$ cat config.mk
export PLATFORM = sky130hd
export DESIGN_NAME = fuse_nibble_encoder
export DESIGN_NICKNAME = d
export VERILOG_FILES = /design/src/rtl/fne_pkg.sv /design/src/rtl/fne_nibble_code.sv /design/src/rtl/fne_addr_seq.sv /design/src/rtl/fne_ctrl.sv /design/src/rtl/fuse_nibble_encoder.sv
export SDC_FILE = /design/constraint.sdc
export NUM_CORES = 1
export LEC_CHECK = 0
export ABC_AREA = 0
export BUFFER_PORTS_ARGS = -buffer_cell sky130_fd_sc_hd__buf_2
export CAP_MARGIN = 10
export CORE_ASPECT_RATIO = 2
export CORE_MARGIN = 4
export CORE_UTILIZATION = 50
export DETAILED_ROUTE_END_ITERATION = 7
export GPL_TIMING_DRIVEN = 0
export PLACE_DENSITY = 0.81
export SLEW_MARGIN = 30
export SYNTH_ARGS = -nofsm -noshare
export SYNTH_HDL_FRONTEND = slang
export SYNTH_HIERARCHICAL = 1
export SYNTH_SLANG_ARGS = --single-unit
$ cat constraint.sdc
create_clock -name clk -period 3 [get_ports clk]
set_clock_uncertainty 0.15 [all_clocks]
set_input_delay 0 -clock clk [delete_from_list [all_inputs] [get_ports clk]]
set_output_delay 0 -clock clk [all_outputs]
set_load 0.02 [all_outputs]
$ cat src/rtl/fne_pkg.sv
// Shared constants, state encoding and parity wiring for the nibble ECC
// fuse encoder. Assumes a fixed 4-data / 4-parity code per nibble.
package fne_pkg;
    localparam int NIB_W     = 4;
    localparam int PAR_W     = 4;
    localparam int CODE_W    = NIB_W + PAR_W;
    localparam int NIB_PER_B = 2;
    localparam int BYTE_W    = NIB_W * NIB_PER_B;

    typedef enum logic [1:0] {
        FSM_IDLE = 2'd0,
        FSM_LOW  = 2'd1,
        FSM_HIGH = 2'd2,
        FSM_FIN  = 2'd3
    } fne_state_e;

    // First data bit feeding parity bit k (code bit NIB_W+k)
    function automatic int par_src_a(input int k);
        case (k)
            0:       return 0;
            1:       return 2;
            2:       return 0;
            default: return 1;
        endcase
    endfunction

    // Second data bit feeding parity bit k
    function automatic int par_src_b(input int k);
        case (k)
            0:       return 1;
            1:       return 3;
            2:       return 2;
            default: return 3;
        endcase
    endfunction
endpackage

$ cat src/rtl/fne_nibble_code.sv
// Combinational encoder for one nibble: data passes through in the low bits,
// each parity bit is the XOR of a pair of data bits chosen in fne_pkg.
// Assumes nothing about timing; purely combinational.
module fne_nibble_code
    import fne_pkg::*;
(
    input  logic [NIB_W-1:0]  nib_i,
    output logic [CODE_W-1:0] code_o
);
    // Data bits are stored unchanged
    assign code_o[NIB_W-1:0] = nib_i;

    // One pairwise XOR per parity bit
    for (genvar k = 0; k < PAR_W; k++) begin : g_par
        localparam int SA = par_src_a(k);
        localparam int SB = par_src_b(k);
        assign code_o[NIB_W+k] = nib_i[SA] ^ nib_i[SB];
    end
endmodule

$ cat src/rtl/fne_addr_seq.sv
// Address and remaining-count tracker for one job, plus the range check
// made at start. Assumes load and advance are never raised together.
module fne_addr_seq #(
    parameter int ADDR_W = 10,
    parameter int CNT_W  = 10
) (
    input  logic              clk,
    input  logic              rst_n,
    input  logic              load_i,
    input  logic              advance_i,
    input  logic [ADDR_W-1:0] base_i,
    input  logic [CNT_W-1:0]  count_i,
    output logic [ADDR_W-1:0] addr_o,
    output logic              last_o,
    output logic              fits_o,
    output logic              zero_o
);
    localparam int SUM_W = ((ADDR_W > CNT_W + 1) ? ADDR_W : CNT_W + 1) + 1;
    localparam logic [SUM_W-1:0] SPAN = (SUM_W)'(1) << ADDR_W;

    logic [ADDR_W-1:0] addr_q;
    logic [CNT_W-1:0]  rem_q;
    logic [SUM_W-1:0]  end_excl;

    // Exclusive end address of the requested job, never truncated
    assign end_excl = SUM_W'(base_i) + (SUM_W'(count_i) << 1);
    assign fits_o   = (end_excl <= SPAN);
    assign zero_o   = (count_i == '0);
    assign last_o   = (rem_q == CNT_W'(1));
    assign addr_o   = addr_q;

    // Load at job start, then step by one source byte (two array bytes)
    always_ff @(posedge clk) begin
        if (!rst_n) begin
            addr_q <= '0;
            rem_q  <= '0;
        end else if (load_i) begin
            addr_q <= base_i;
            rem_q  <= count_i;
        end else if (advance_i) begin
            addr_q <= addr_q + ADDR_W'(2);
            rem_q  <= rem_q - CNT_W'(1);
        end
    end
endmodule

$ cat src/rtl/fne_ctrl.sv
// Job sequencer: waits for start, alternates between taking a source byte
// and emitting its high nibble, then flags completion. Assumes the range
// check and remaining-count status come from fne_addr_seq.
module fne_ctrl
    import fne_pkg::*;
(
    input  logic       clk,
    input  logic       rst_n,
    input  logic       start_i,
    input  logic       fits_i,
    input  logic       zero_i,
    input  logic       in_valid_i,
    input  logic       last_i,
    output fne_state_e state_o,
    output logic       in_ready_o,
    output logic       load_o,
    output logic       reject_o,
    output logic       accept_o,
    output logic       advance_o,
    output logic       finish_o
);
    fne_state_e state_q, state_d;
    logic       idle;

    // Decode control strobes from the current state
    always_comb begin
        idle       = (state_q == FSM_IDLE);
        load_o     = idle && start_i && fits_i;
        reject_o   = idle && start_i && !fits_i;
        in_ready_o = (state_q == FSM_LOW);
        accept_o   = in_ready_o && in_valid_i;
        advance_o  = (state_q == FSM_HIGH);
        finish_o   = (state_q == FSM_FIN);
    end

    // Next-state selection
    always_comb begin
        state_d = state_q;
        case (state_q)
            FSM_IDLE: if (load_o) state_d = zero_i ? FSM_FIN : FSM_LOW;
            FSM_LOW:  if (accept_o) state_d = FSM_HIGH;
            FSM_HIGH: state_d = last_i ? FSM_FIN : FSM_LOW;
            default:  state_d = FSM_IDLE;
        endcase
    end

    // State register
    always_ff @(posedge clk) begin
        if (!rst_n) state_q <= FSM_IDLE;
        else        state_q <= state_d;
    end

    assign state_o = state_q;
endmodule

$ cat src/rtl/fuse_nibble_encoder.sv
// Streaming nibble ECC encoder for a one-time-programmable array. Each
// accepted byte yields two registered code-byte writes, low nibble first,
// at consecutive addresses from the job base; done follows the last write.
// Assumes the array has 2^ADDR_W byte locations.
module fuse_nibble_encoder
    import fne_pkg::*;
#(
    parameter int ADDR_W = 10,
    parameter int CNT_W  = 10
) (
    input  logic              clk,
    input  logic              rst_n,
    input  logic              start,
    input  logic [ADDR_W-1:0] start_base,
    input  logic [CNT_W-1:0]  start_count,
    input  logic              in_valid,
    input  logic [BYTE_W-1:0] in_data,
    output logic              in_ready,
    output logic              busy,
    output logic              wr_en,
    output logic [ADDR_W-1:0] wr_addr,
    output logic [CODE_W-1:0] wr_data,
    output logic              done,
    output logic              err
);
    fne_state_e        state;
    logic              load, reject, accept, advance, finish;
    logic              fits, zero, last;
    logic [ADDR_W-1:0] addr_cur;
    logic [NIB_W-1:0]  hi_q;
    logic [NIB_W-1:0]  enc_nib;
    logic [CODE_W-1:0] enc_code;
    logic              wr_en_q, done_q, err_q;
    logic [ADDR_W-1:0] wr_addr_q;
    logic [CODE_W-1:0] wr_data_q;

    fne_ctrl u_ctrl (
        .clk       (clk),
        .rst_n     (rst_n),
        .start_i   (start),
        .fits_i    (fits),
        .zero_i    (zero),
        .in_valid_i(in_valid),
        .last_i    (last),
        .state_o   (state),
        .in_ready_o(in_ready),
        .load_o    (load),
        .reject_o  (reject),
        .accept_o  (accept),
        .advance_o (advance),
        .finish_o  (finish)
    );

    fne_addr_seq #(
        .ADDR_W(ADDR_W),
        .CNT_W (CNT_W)
    ) u_addr (
        .clk      (clk),
        .rst_n    (rst_n),
        .load_i   (load),
        .advance_i(advance),
        .base_i   (start_base),
        .count_i  (start_count),
        .addr_o   (addr_cur),
        .last_o   (last),
        .fits_o   (fits),
        .zero_o   (zero)
    );

    // One shared encoder: the live low nibble, or the held high nibble
    assign enc_nib = advance ? hi_q : in_data[NIB_W-1:0];

    fne_nibble_code u_code (
        .nib_i (enc_nib),
        .code_o(enc_code)
    );

    // Keep the high nibble of the accepted byte for the following cycle
    always_ff @(posedge clk) begin
        if (!rst_n)      hi_q <= '0;
        else if (accept) hi_q <= in_data[BYTE_W-1:NIB_W];
    end

    // Registered write port and status pulses
    always_ff @(posedge clk) begin
        if (!rst_n) begin
            wr_en_q   <= 1'b0;
            wr_addr_q <= '0;
            wr_data_q <= '0;
            done_q    <= 1'b0;
            err_q     <= 1'b0;
        end else begin
            wr_en_q <= accept || advance;
            done_q  <= finish;
            err_q   <= reject;
            if (accept) begin
                wr_addr_q <= addr_cur;
                wr_data_q <= enc_code;
            end else if (advance) begin
                wr_addr_q <= addr_cur + ADDR_W'(1);
                wr_data_q <= enc_code;
            end
        end
    end

    assign busy    = (state != FSM_IDLE);
    assign wr_en   = wr_en_q;
    assign wr_addr = wr_addr_q;
    assign wr_data = wr_data_q;
    assign done    = done_q;
    assign err     = err_q;
endmodule

==> flow_metrics.env, run 1 <==
export IMPL_ys_types=64
export IMPL_cts_path_max_buffers=2
export IMPL_viasPerCell=5.67
export IMPL_pwr_share_seq_pct=42.2
export IMPL_drv_cap=0
export IMPL_die_area_um2=7040
export IMPL_worstPathRequired_ns=3.11
export IMPL_overflow=0
export IMPL_io_buffers=54
export IMPL_instances_no_fill=494
export IMPL_synth_fp_nets=384
export IMPL_die_y_um=115
export IMPL_start_util_pct=52.1
export IMPL_setup_viol=0
export IMPL_grt_pass1_vias=2671
export IMPL_htreeDepth=2
export IMPL_final_nets=479
export IMPL_synthFlopType="dfxtp_1"
export IMPL_start_kind="primary input"
export IMPL_core_um2=5470
export IMPL_switchingPower_w=0.000476
export IMPL_path_class="in2reg"
export IMPL_hold_depth=5
export IMPL_num_antenna_cells=0
export IMPL_syn_to_final_growth_pct=30.1
export IMPL_rows=38
export IMPL_cp_max_fo=10
export IMPL_initialDrtViolationCount=123
export IMPL_pre_cts_ws_ns=-0.584
export IMPL_grt_antenna_before_repair=0
export IMPL_ys_seq_area_share_pct=33.0
export IMPL_internal_power_w=0.00120
export IMPL_track_usage_pct=22.3
export IMPL_reg2reg_depth=8
export IMPL_clkPwrFrac_pct=32.7
export IMPL_clk_pin_slew_worst_paths_ns=0.09
export IMPL_worst_slew_pin_slew_ns=0.570
export IMPL_synth_cells=338
export IMPL_grt_first_pass_wirelength_um=11900
export IMPL_synth_edf_count=0
export IMPL_postSynthAreaPerCell_um2=8.43
export IMPL_netSwitchingFraction_pct=28.4
export IMPL_clock_fmax_mhz=337
export IMPL_synth_area_um2=2850
export IMPL_vdd_drop_max_mv=0.453
export IMPL_globalplace_congestion=0.905
export IMPL_cts_tree="built"
export IMPL_finalCritPeriodShare_pct=99.0
export IMPL_drive_above_1_share_pct=24.4
export IMPL_die_w_um=61.4
export IMPL_drc=0
export IMPL_fin_ws_ns=0.0285
export IMPL_ys_async_sr_fraction_pct=0
export IMPL_wl_per_cell_um=15.3
export IMPL_clk_latency_ns=0.31
export IMPL_min_delay_path_class="in2reg"
export IMPL_wirelength_um=7570
export IMPL_multiInputGateArea_um2=1810
export IMPL_vias=2803
export IMPL_firstDrtPassIters=4
export IMPL_dp_cells=452
export IMPL_arrival_ns=3.08
export IMPL_status="complete, no violations"
export IMPL_grt_max_degree=16
export IMPL_power_leakage_nw=1.53
export IMPL_maxSlewHeadroom_pct=61.5
export IMPL_hold_violations=0
export IMPL_clockRootBuffer="clkbuf_8"
export IMPL_numClockSinks=47
export IMPL_nFillCells=411
export IMPL_ioPinCount=55
export IMPL_final_antenna_net_count=0
export IMPL_synth_seq_cells=47
export IMPL_power_density_nw_per_um2=453
export IMPL_period_needed_ns=2.97
export IMPL_cp_end_kind="flop"
export IMPL_drv_slew=0
export IMPL_hpwl_um=5510
export IMPL_seq_area_um2=941
export IMPL_cts_inserted_buffers=5
export IMPL_p_comb_share_pct=25.0
export IMPL_ys_warn_count=6
## cells in the final DEF, fill, tap and decap left out, types with 4 or more instances in the layout
cell           instances
a21o_1                 4
a21oi_1               21
and2_1                19
buf_2                 58
buf_4                 11
clkbuf_1               5
clkbuf_8               7
dfxtp_1               47
dlygate4sd3_1         27
ha_1                  12
inv_1                  9
mux2_2                 5
mux2i_1                7
nand2_1               41
nor2_1                18
nor2b_1                4
nor3_1                 5
o21ai_0               21
o21ai_1                7
or4_1                  4
xnor2_1               13
xor2_1                14
## power by group through the flow
stage / clock network, W / logic [W] / registers (W)
floorplan: 0 / 0.000235 / 0.000737
global placement: 0 / 0.000352 / 0.000720
detailed placement: 0 / 0.000360 / 0.000723
CTS: 0.000559 / 0.000397 / 0.000708
global route: 0.000581 / 0.000459 / 0.000715
finish: 0.000549 / 0.000420 / 0.000709
## final timing paths
kind | end | slack (ns) | startpoint
worst max-delay path | u_addr/rem_q[0] | 0.03 | start_count[0]
worst min-delay path | wr_data[4] | 0.02 | in_data[1]
worst max register to register | u_addr/rem_q[7] | 0.51 | u_ctrl/state_o[1]
worst min register to register | wr_data[3] | 0.30 | wr_data[3]
## critical path, stage by stage
cell and delay (ns):
buf_2 0.13, ha_4 0.15, inv_1 0.06, fa_2 0.36, nor2b_2 0.14, o31a_1 0.17, a21oi_1 0.06, or4_4 0.50
a2111o_1 0.37, o211ai_2 0.20, and4bb_4 0.30, buf_8 0.13, clkbuf_8 0.17, nand2_1 0.09, o21ai_0 0.09, and2_1 0.14
## flip-flops by register name (all words and copies together) (netlist names)
| register | flops |
|---|---|
| u_addr/addr_o | 10 |
| u_addr/rem_q | 10 |
| wr_addr | 10 |
| wr_data | 8 |
| hi_q | 4 |
| u_ctrl/state_o | 2 |
| done | 1 |
| err | 1 |
| wr_en | 1 |
## per-stage QoR
step	total power [W]	cell area, um2	utilization, %	TNS (ns)	hold slack, ns
2_1_floorplan	0.000972	2860	-	0	-0.0283
3_3_place_gp	0.00107	3210	58.7	-8.25	0.0880
3_5_place_dp	0.00108	3210	58.7	-9.92	0.102
4_1_cts	0.00166	3650	66.8	0	0.00511
5_1_grt	0.00176	3710	67.8	-0.120	0.0364
6_report	0.00168	3710	67.8	0	0.0206
## timing repair
item                       in CTS  in global routing
pin swaps                       1                  3
setup buffers                   1                  6
setup endpoints to repair      17                 17
hold endpoints to repair       31                  0
gates resized for setup         8                  2
hold buffers                   27                  0
## per-layer routing
layer / GRT usage (%) / vias to the layer above / wire [um]
li1: - / 1389 / -
met1: 21.3 / 1287 / 2690
met2: 41.7 / 101 / 4090
met3: 3.48 / 26 / 404
met4: 13.3 / 0 / 387
met5: 0 / - / 0
## cell usage after synthesis, types with 7 or more instances
cell | n | area (um2)
dfxtp_1 | 47 | 941
nand2_1 | 41 | 154
a21oi_1 | 21 | 105
o21ai_0 | 21 | 105
and2_1 | 19 | 119
nor2_1 | 18 | 67.6
xor2_1 | 14 | 123
ha_1 | 13 | 163
xnor2_1 | 13 | 114
clkbuf_1 | 9 | 33.8
inv_1 | 9 | 33.8
mux2i_1 | 7 | 70.1
o21ai_1 | 7 | 35.0
## kinds of logic after synthesis
| logic type | count (synthesis) | share of synthesized area, % |
|---|---|---|
| xor+xnor | 27 | 8.30 |
| compound gates | 81 | 18.4 |
| simple gates | 130 | 25.1 |
| mux | 12 | 4.44 |
| flops | 47 | 33.0 |
| buf+inv | 27 | 4.31 |
| fa+ha+maj | 14 | 6.41 |
## layout make-up
cell class	instances	share of cell area, %
multi-input combinational	264	48.7
sequential	47	25.4
timing repair buffer	88	16.0
buffer	17	3.14
tap	60	2.03
clock buffer	5	1.86
clock inverter	3	1.82
inverter	10	1.05
Note: power is estimated with default switching activity, not from simulation.
==> run 2, diff against run 1 <==
--- a/config.mk
+++ b/config.mk
@@ -14,6 +14,7 @@
 export DETAILED_ROUTE_END_ITERATION = 7
 export GPL_TIMING_DRIVEN = 0
 export PLACE_DENSITY = 0.81
+export SETUP_SLACK_MARGIN = 0.5
 export SLEW_MARGIN = 30
 export SYNTH_ARGS = -nofsm -noshare
 export SYNTH_HDL_FRONTEND = slang
==> flow_metrics.env, run 2 (synthesized netlist as in run 1, its figures left out) <==
export IMPL_reg2reg_depth=8
export IMPL_hpwl_um=5540
export IMPL_cts_inserted_buffers=5
export IMPL_clk_latency_ns=0.32
export IMPL_switchingPower_w=0.000518
export IMPL_pwr_share_seq_pct=42.4
export IMPL_final_antenna_net_count=0
export IMPL_clk_pin_slew_worst_paths_ns=0.10
export IMPL_place_area_um2=3230
export IMPL_netSwitchingFraction_pct=30.9
export IMPL_initialDrtViolationCount=120
export IMPL_firstDrtPassIters=4
export IMPL_p_comb_share_pct=29.2
export IMPL_crit_chain="buf_2 > ha_1 > a211oi_2 > o21a_2 > xnor2_1 > or4_4 > a2111o_1 > o211ai_2 > and4bb_4 > clkbuf_16 > clkbuf_16 > nand2_1 > o21ai_0 > and2_1"
export IMPL_io_buffers=54
export IMPL_period_needed_ns=2.87
export IMPL_wirelength_um=8740
export IMPL_numClockSinks=47
export IMPL_viasPerCell=5.80
export IMPL_path_buf_inv=3
export IMPL_final_cell_area_um2=3910
export IMPL_power_leakage_nw=1.60
export IMPL_use_met1_pct=19.8
export IMPL_grt_setup_unrepaired="yes"
export IMPL_ioPinCount=55
export IMPL_die_w_um=61.4
export IMPL_num_antenna_cells=0
export IMPL_seq_area_um2=941
export IMPL_globalplace_congestion=0.931
export IMPL_maxSlewHeadroom_pct=58.4
export IMPL_hold_violations=0
export IMPL_worstReg2RegStart="u_ctrl/state_o[1]"
export IMPL_drive_above_1_share_pct=29.3
export IMPL_cts_tree="built"
export IMPL_grtUsageMet3_pct=4.83
export IMPL_drc=0
export IMPL_grt_pass1_vias=3066
export IMPL_worstHoldStart="in_data[1]"
export IMPL_core_um2=5470
export IMPL_top_usage_layer="met2"
export IMPL_clkPwrFrac_pct=28.4
export IMPL_power_density_nw_per_um2=429
export IMPL_vias=2901
export IMPL_finalCritPeriodShare_pct=95.7
export IMPL_syn_to_final_growth_pct=37.2
export IMPL_status="complete, no violations"
export IMPL_worst_slew_pin_slew_ns=0.618
export IMPL_drv_slew=0
export IMPL_fin_setup_tns_ns=0
export IMPL_clockRootBuffer="clkbuf_8"
export IMPL_grt_met2_usage_pct=48.2
export IMPL_crit_top_cell="clkbuf_16"
export IMPL_cp_end_kind="flop"
export IMPL_grt_antenna_before_repair=0
export IMPL_die_area_um2=7040
export IMPL_final_nets=485
export IMPL_r2r_end="u_addr/rem_q[7]"
export IMPL_wl_per_cell_um=17.5
export IMPL_die_y_um=115
export IMPL_final_common_cell="buf_2"
export IMPL_crit_family="compound AO/OA/AOI/OAI gates"
export IMPL_path_class="in2reg"
export IMPL_hold_depth=5
export IMPL_min_delay_path_class="in2reg"
export IMPL_rows=38
export IMPL_arrival_ns=2.98
export IMPL_cp_max_fo=7
export IMPL_ff2ff_setup_slack_ns=0.37
export IMPL_track_usage_pct=25.2
export IMPL_cpPeakStageDelay_ns=0.54
export IMPL_holdPathEnd="wr_data[4]"
export IMPL_cts_path_max_buffers=2
export IMPL_nFillCells=425
export IMPL_clock_fmax_mhz=348
export IMPL_start_kind="primary input"
export IMPL_drv_cap=0
export IMPL_setup_viol=0
export IMPL_final_cell_mix="buf_2 (56), dfxtp_1 (47), nand2_1 (39)"
export IMPL_overflow=0
export IMPL_slowest_stage="or4_4"
export IMPL_final_util_pct=71.4
export IMPL_grt_first_pass_wirelength_um=13400
export IMPL_multiInputGateArea_um2=1910
export IMPL_grt_max_degree=16
export IMPL_htreeDepth=2
export IMPL_internal_power_w=0.00116
export IMPL_start_util_pct=52.1
export IMPL_worstPathRequired_ns=3.11
export IMPL_vdd_drop_max_mv=0.507
-- run 2: worst max-delay path by stage --
stage                         from               end  slack (ns)  cells past startpoint
floorplan            start_base[1]  u_addr/addr_o[1]        0.18                     14
global route        start_count[0]  u_addr/addr_o[4]        0.02                     17
finish              start_count[1]  u_addr/addr_o[7]        0.13                     14
global placement    start_count[0]   u_addr/rem_q[3]       -0.35                     15
detailed placement   start_base[8]   u_addr/rem_q[6]       -0.41                     12
CTS                 start_count[0]   u_addr/rem_q[6]        0.22                     16
-- run 2: timing repair --
action                     in CTS  in global routing
setup endpoints to repair      21                 23
resized for setup              29                 15
setup buffers                   9                  2
hold endpoints to repair       31                  0
gates cloned                    2                  0
pin swaps                      17                  6
hold buffers                   27                  0
-- run 2: cell type report --
class | count | share of cell area (%)
Multi-Input combinational cell | 264 | 48.8
Sequential cell | 47 | 24.1
Timing Repair Buffer | 94 | 17.3
Buffer | 17 | 3.97
Tap cell | 60 | 1.92
Clock buffer | 5 | 1.76
Clock inverter | 3 | 1.12
Inverter | 10 | 0.993
-- run 2: power groups by stage --
stage                     Combinational (W)  Clock [W]  Sequential, W
final                              0.000489   0.000475       0.000711
after global placement             0.000353          0       0.000720
after detailed placement           0.000364          0       0.000723
after global routing               0.000527   0.000503       0.000718
after CTS                          0.000448   0.000478       0.000708
after floorplan                    0.000239          0       0.000737
-- run 2: routing by layer --
layer / vias up / share of wire, %
li1: 1397 / -
met1: 1357 / 33
met2: 106 / 55
met3: 41 / 4.2
met4: 0 / 7.6
met5: - / 0
-- run 2: worst reg2reg max path, stage by stage (launching register included) --
cell and delay (ns):
dfxtp_1 0.47, and2b_4 0.26, buf_2 0.26, nor4b_2 0.41
nand2b_1 0.19, nor4_1 0.32, xnor2_1 0.20, o21ai_1 0.11
and2_1 0.16
-- run 2: stage by stage --
step	power, W	std cells	setup slack (ns)	hold slack (ns)
after global placement	0.00107	452	-0.349	0.0893
final	0.00168	500	0.129	0.00931
after detailed placement	0.00109	452	-0.412	0.106
after floorplan	0.000976	338	0.178	-0.0283
after global routing	0.00175	500	0.0227	0.0356
after CTS	0.00163	498	0.224	0.00495
==> run 3, diff against run 2 <==
--- a/config.mk
+++ b/config.mk
@@ -10,10 +10,10 @@
 export CAP_MARGIN = 10
 export CORE_ASPECT_RATIO = 2
 export CORE_MARGIN = 4
-export CORE_UTILIZATION = 50
+export CORE_UTILIZATION = 55
 export DETAILED_ROUTE_END_ITERATION = 7
 export GPL_TIMING_DRIVEN = 0
-export PLACE_DENSITY = 0.81
+export PLACE_DENSITY = 0.84
 export SETUP_SLACK_MARGIN = 0.5
 export SLEW_MARGIN = 30
 export SYNTH_ARGS = -nofsm -noshare
==> constraint.sdc (replaced) <==
create_clock -name clk -period 3.18 [get_ports clk]
set_clock_uncertainty 0.15 [all_clocks]
set_input_delay 0 -clock clk [delete_from_list [all_inputs] [get_ports clk]]
set_output_delay 0 -clock clk [all_outputs]
set_load 0.02 [all_outputs]
==> flow_metrics.env, run 3 (synthesized netlist as in run 1, its figures left out) <==
export IMPL_cp_end_kind="flop"
export IMPL_seq_area_um2=941
export IMPL_period_needed_ns=2.92
export IMPL_numClockSinks=47
export IMPL_internal_power_w=0.00103
export IMPL_power_density_nw_per_um2=391
export IMPL_hpwl_um=5390
export IMPL_start_kind="primary input"
export IMPL_multiInputGateArea_um2=1890
export IMPL_status="complete, no violations"
export IMPL_htreeDepth=2
export IMPL_vdd_drop_max_mv=0.324
export IMPL_hold_violations=0
export IMPL_worstHoldStart="in_data[1]"
export IMPL_final_util_pct=77.6
export IMPL_core_um2=4950
export IMPL_die_area_um2=6460
export IMPL_cpPeakStageDelay_ns=0.55
export IMPL_worst_slew_pin_slew_ns=0.441
export IMPL_overflow=0
export IMPL_die_y_um=110
export IMPL_grt_first_pass_wirelength_um=13200
export IMPL_fin_setup_tns_ns=0
export IMPL_drc=0
export IMPL_io_buffers=54
export IMPL_viasPerCell=5.86
export IMPL_cts_tree="built"
export IMPL_clkPwrFrac_pct=25.7
export IMPL_min_delay_path_class="in2reg"
export IMPL_ff2ff_setup_slack_ns=0.70
export IMPL_track_usage_pct=26.5
export IMPL_clk_pin_slew_worst_paths_ns=0.09
export IMPL_cts_inserted_buffers=5
export IMPL_slowest_stage="or4_1"
export IMPL_finalCritPeriodShare_pct=91.7
export IMPL_wirelength_um=8340
export IMPL_grt_antenna_before_repair=0
export IMPL_grt_max_degree=15
export IMPL_clockRootBuffer="clkbuf_8"
export IMPL_drv_slew=0
export IMPL_final_antenna_net_count=0
export IMPL_start_util_pct=57.5
export IMPL_pwr_share_seq_pct=44.5
export IMPL_num_antenna_cells=0
export IMPL_grt_setup_unrepaired="yes"
export IMPL_power_leakage_nw=1.59
export IMPL_rows=36
export IMPL_worstReg2RegStart="u_ctrl/state_o[1]"
export IMPL_worstPathRequired_ns=3.29
export IMPL_nFillCells=349
export IMPL_grt_pass1_vias=2920
export IMPL_initialDrtViolationCount=120
export IMPL_cp_startpoint="start_base[2]"
export IMPL_r2r_end="u_addr/rem_q[7]"
export IMPL_setup_viol=0
export IMPL_cts_path_max_buffers=2
export IMPL_netSwitchingFraction_pct=31.7
export IMPL_reg2reg_depth=8
export IMPL_arrival_ns=3.02
export IMPL_syn_to_final_growth_pct=35.0
export IMPL_path_buf_inv=3
export IMPL_final_nets=483
export IMPL_die_w_um=58.9
export IMPL_p_comb_share_pct=29.8
export IMPL_firstDrtPassIters=4
export IMPL_final_cell_mix="buf_2 (56), dfxtp_1 (47), nand2_1 (33)"
export IMPL_path_class="in2reg"
export IMPL_ioPinCount=55
export IMPL_clk_latency_ns=0.31
export IMPL_crit_family="compound AO/OA/AOI/OAI gates"
export IMPL_vias=2900
export IMPL_cp_endpoint="u_addr/rem_q[4]"
export IMPL_crit_cells=14
export IMPL_final_common_cell="buf_2"
export IMPL_cp_max_fo=8
export IMPL_wl_per_cell_um=16.9
export IMPL_drive_above_1_share_pct=28.8
export IMPL_maxSlewHeadroom_pct=70.3
export IMPL_switchingPower_w=0.000476
export IMPL_crit_chain="buf_2 > ha_1 > a21o_1 > a21oi_1 > xnor2_1 > or4_1 > a2111o_1 > o211ai_2 > and4bb_4 > clkbuf_16 > clkbuf_8 > nand2_1 > o21ai_1 > and2_1"
export IMPL_globalplace_congestion=0.892
export IMPL_drv_cap=0
export IMPL_clock_fmax_mhz=343
==> run 3: cell count changes in the layout (fill, tap and decap cells not counted), sizes merged <==
cell | before | now
clkbuf | 13 | 17
buf | 76 | 72
clkinv | 2 | 1
bufinv | 1 | 0
==> run 3: worst min path at each step <==
stage                       to  depth (start not counted)
5_1_grt             wr_data[4]                          5
3_5_place_dp           hi_q[3]                          3
3_3_place_gp           hi_q[3]                          3
4_1_cts        u_addr/rem_q[1]                          3
6_report            wr_data[4]                          5
2_1_floorplan             done                          1
==> run 3: final cells by class <==
class,count,area share [%]
sequential,47,24.5
clock buffer,7,2.25
multi-input combinational,264,49.2
inverter,10,1.01
timing repair buffer,92,17.1
tap,57,1.86
clock inverter,1,0.228
buffer,17,3.94
==> run 3: metrics by stage <==
stage                     cell area, um2  setup WS [ns]  power [W]  cells  hold slack, ns
after floorplan                     2890          0.358   0.000921    338         -0.0283
after global placement              3230         -0.150    0.00101    449          0.0908
after detailed placement            3230         -0.262    0.00102    449           0.106
after CTS                           3780          0.420    0.00147    494          -0.135
after global routing                3840          0.265    0.00156    495          0.0350
final                               3840          0.265    0.00150    495          0.0129
==> run 3: tightest hold or removal path, stage by stage <==
cell and delay [ns]:
buf_2 0.08, mux2_2 0.18, xor2_1 0.07, nand2_1 0.05
a21oi_1 0.05
==> run 3: power by group through the flow <==
| stage | Combinational (W) | Clock, W | Sequential, W |
|---|---|---|---|
| 4_1_cts | 0.000415 | 0.000386 | 0.000667 |
| 2_1_floorplan | 0.000225 | 0 | 0.000696 |
| 3_3_place_gp | 0.000333 | 0 | 0.000678 |
| 6_report | 0.000447 | 0.000386 | 0.000669 |
| 3_5_place_dp | 0.000344 | 0 | 0.000681 |
| 5_1_grt | 0.000480 | 0.000408 | 0.000676 |
==> run 3: metal layers <==
layer / part of all wire (%) / vias up / global-route usage [%]
li1: - / 1391 / -
met1: 33 / 1361 / 25.3
met2: 56 / 110 / 49.3
met3: 4.5 / 38 / 3.53
met4: 6.4 / 0 / 19.0
met5: 0 / - / 0
==> run 3: repair_timing <==
item,4_1_cts,5_1_grt
buffers inserted,9,0
pin swaps,13,6
setup endpoints to repair,20,20
hold buffers,26,1
gates resized for setup,30,17
endpoints found under the hold margin,31,1
gates cloned,2,0
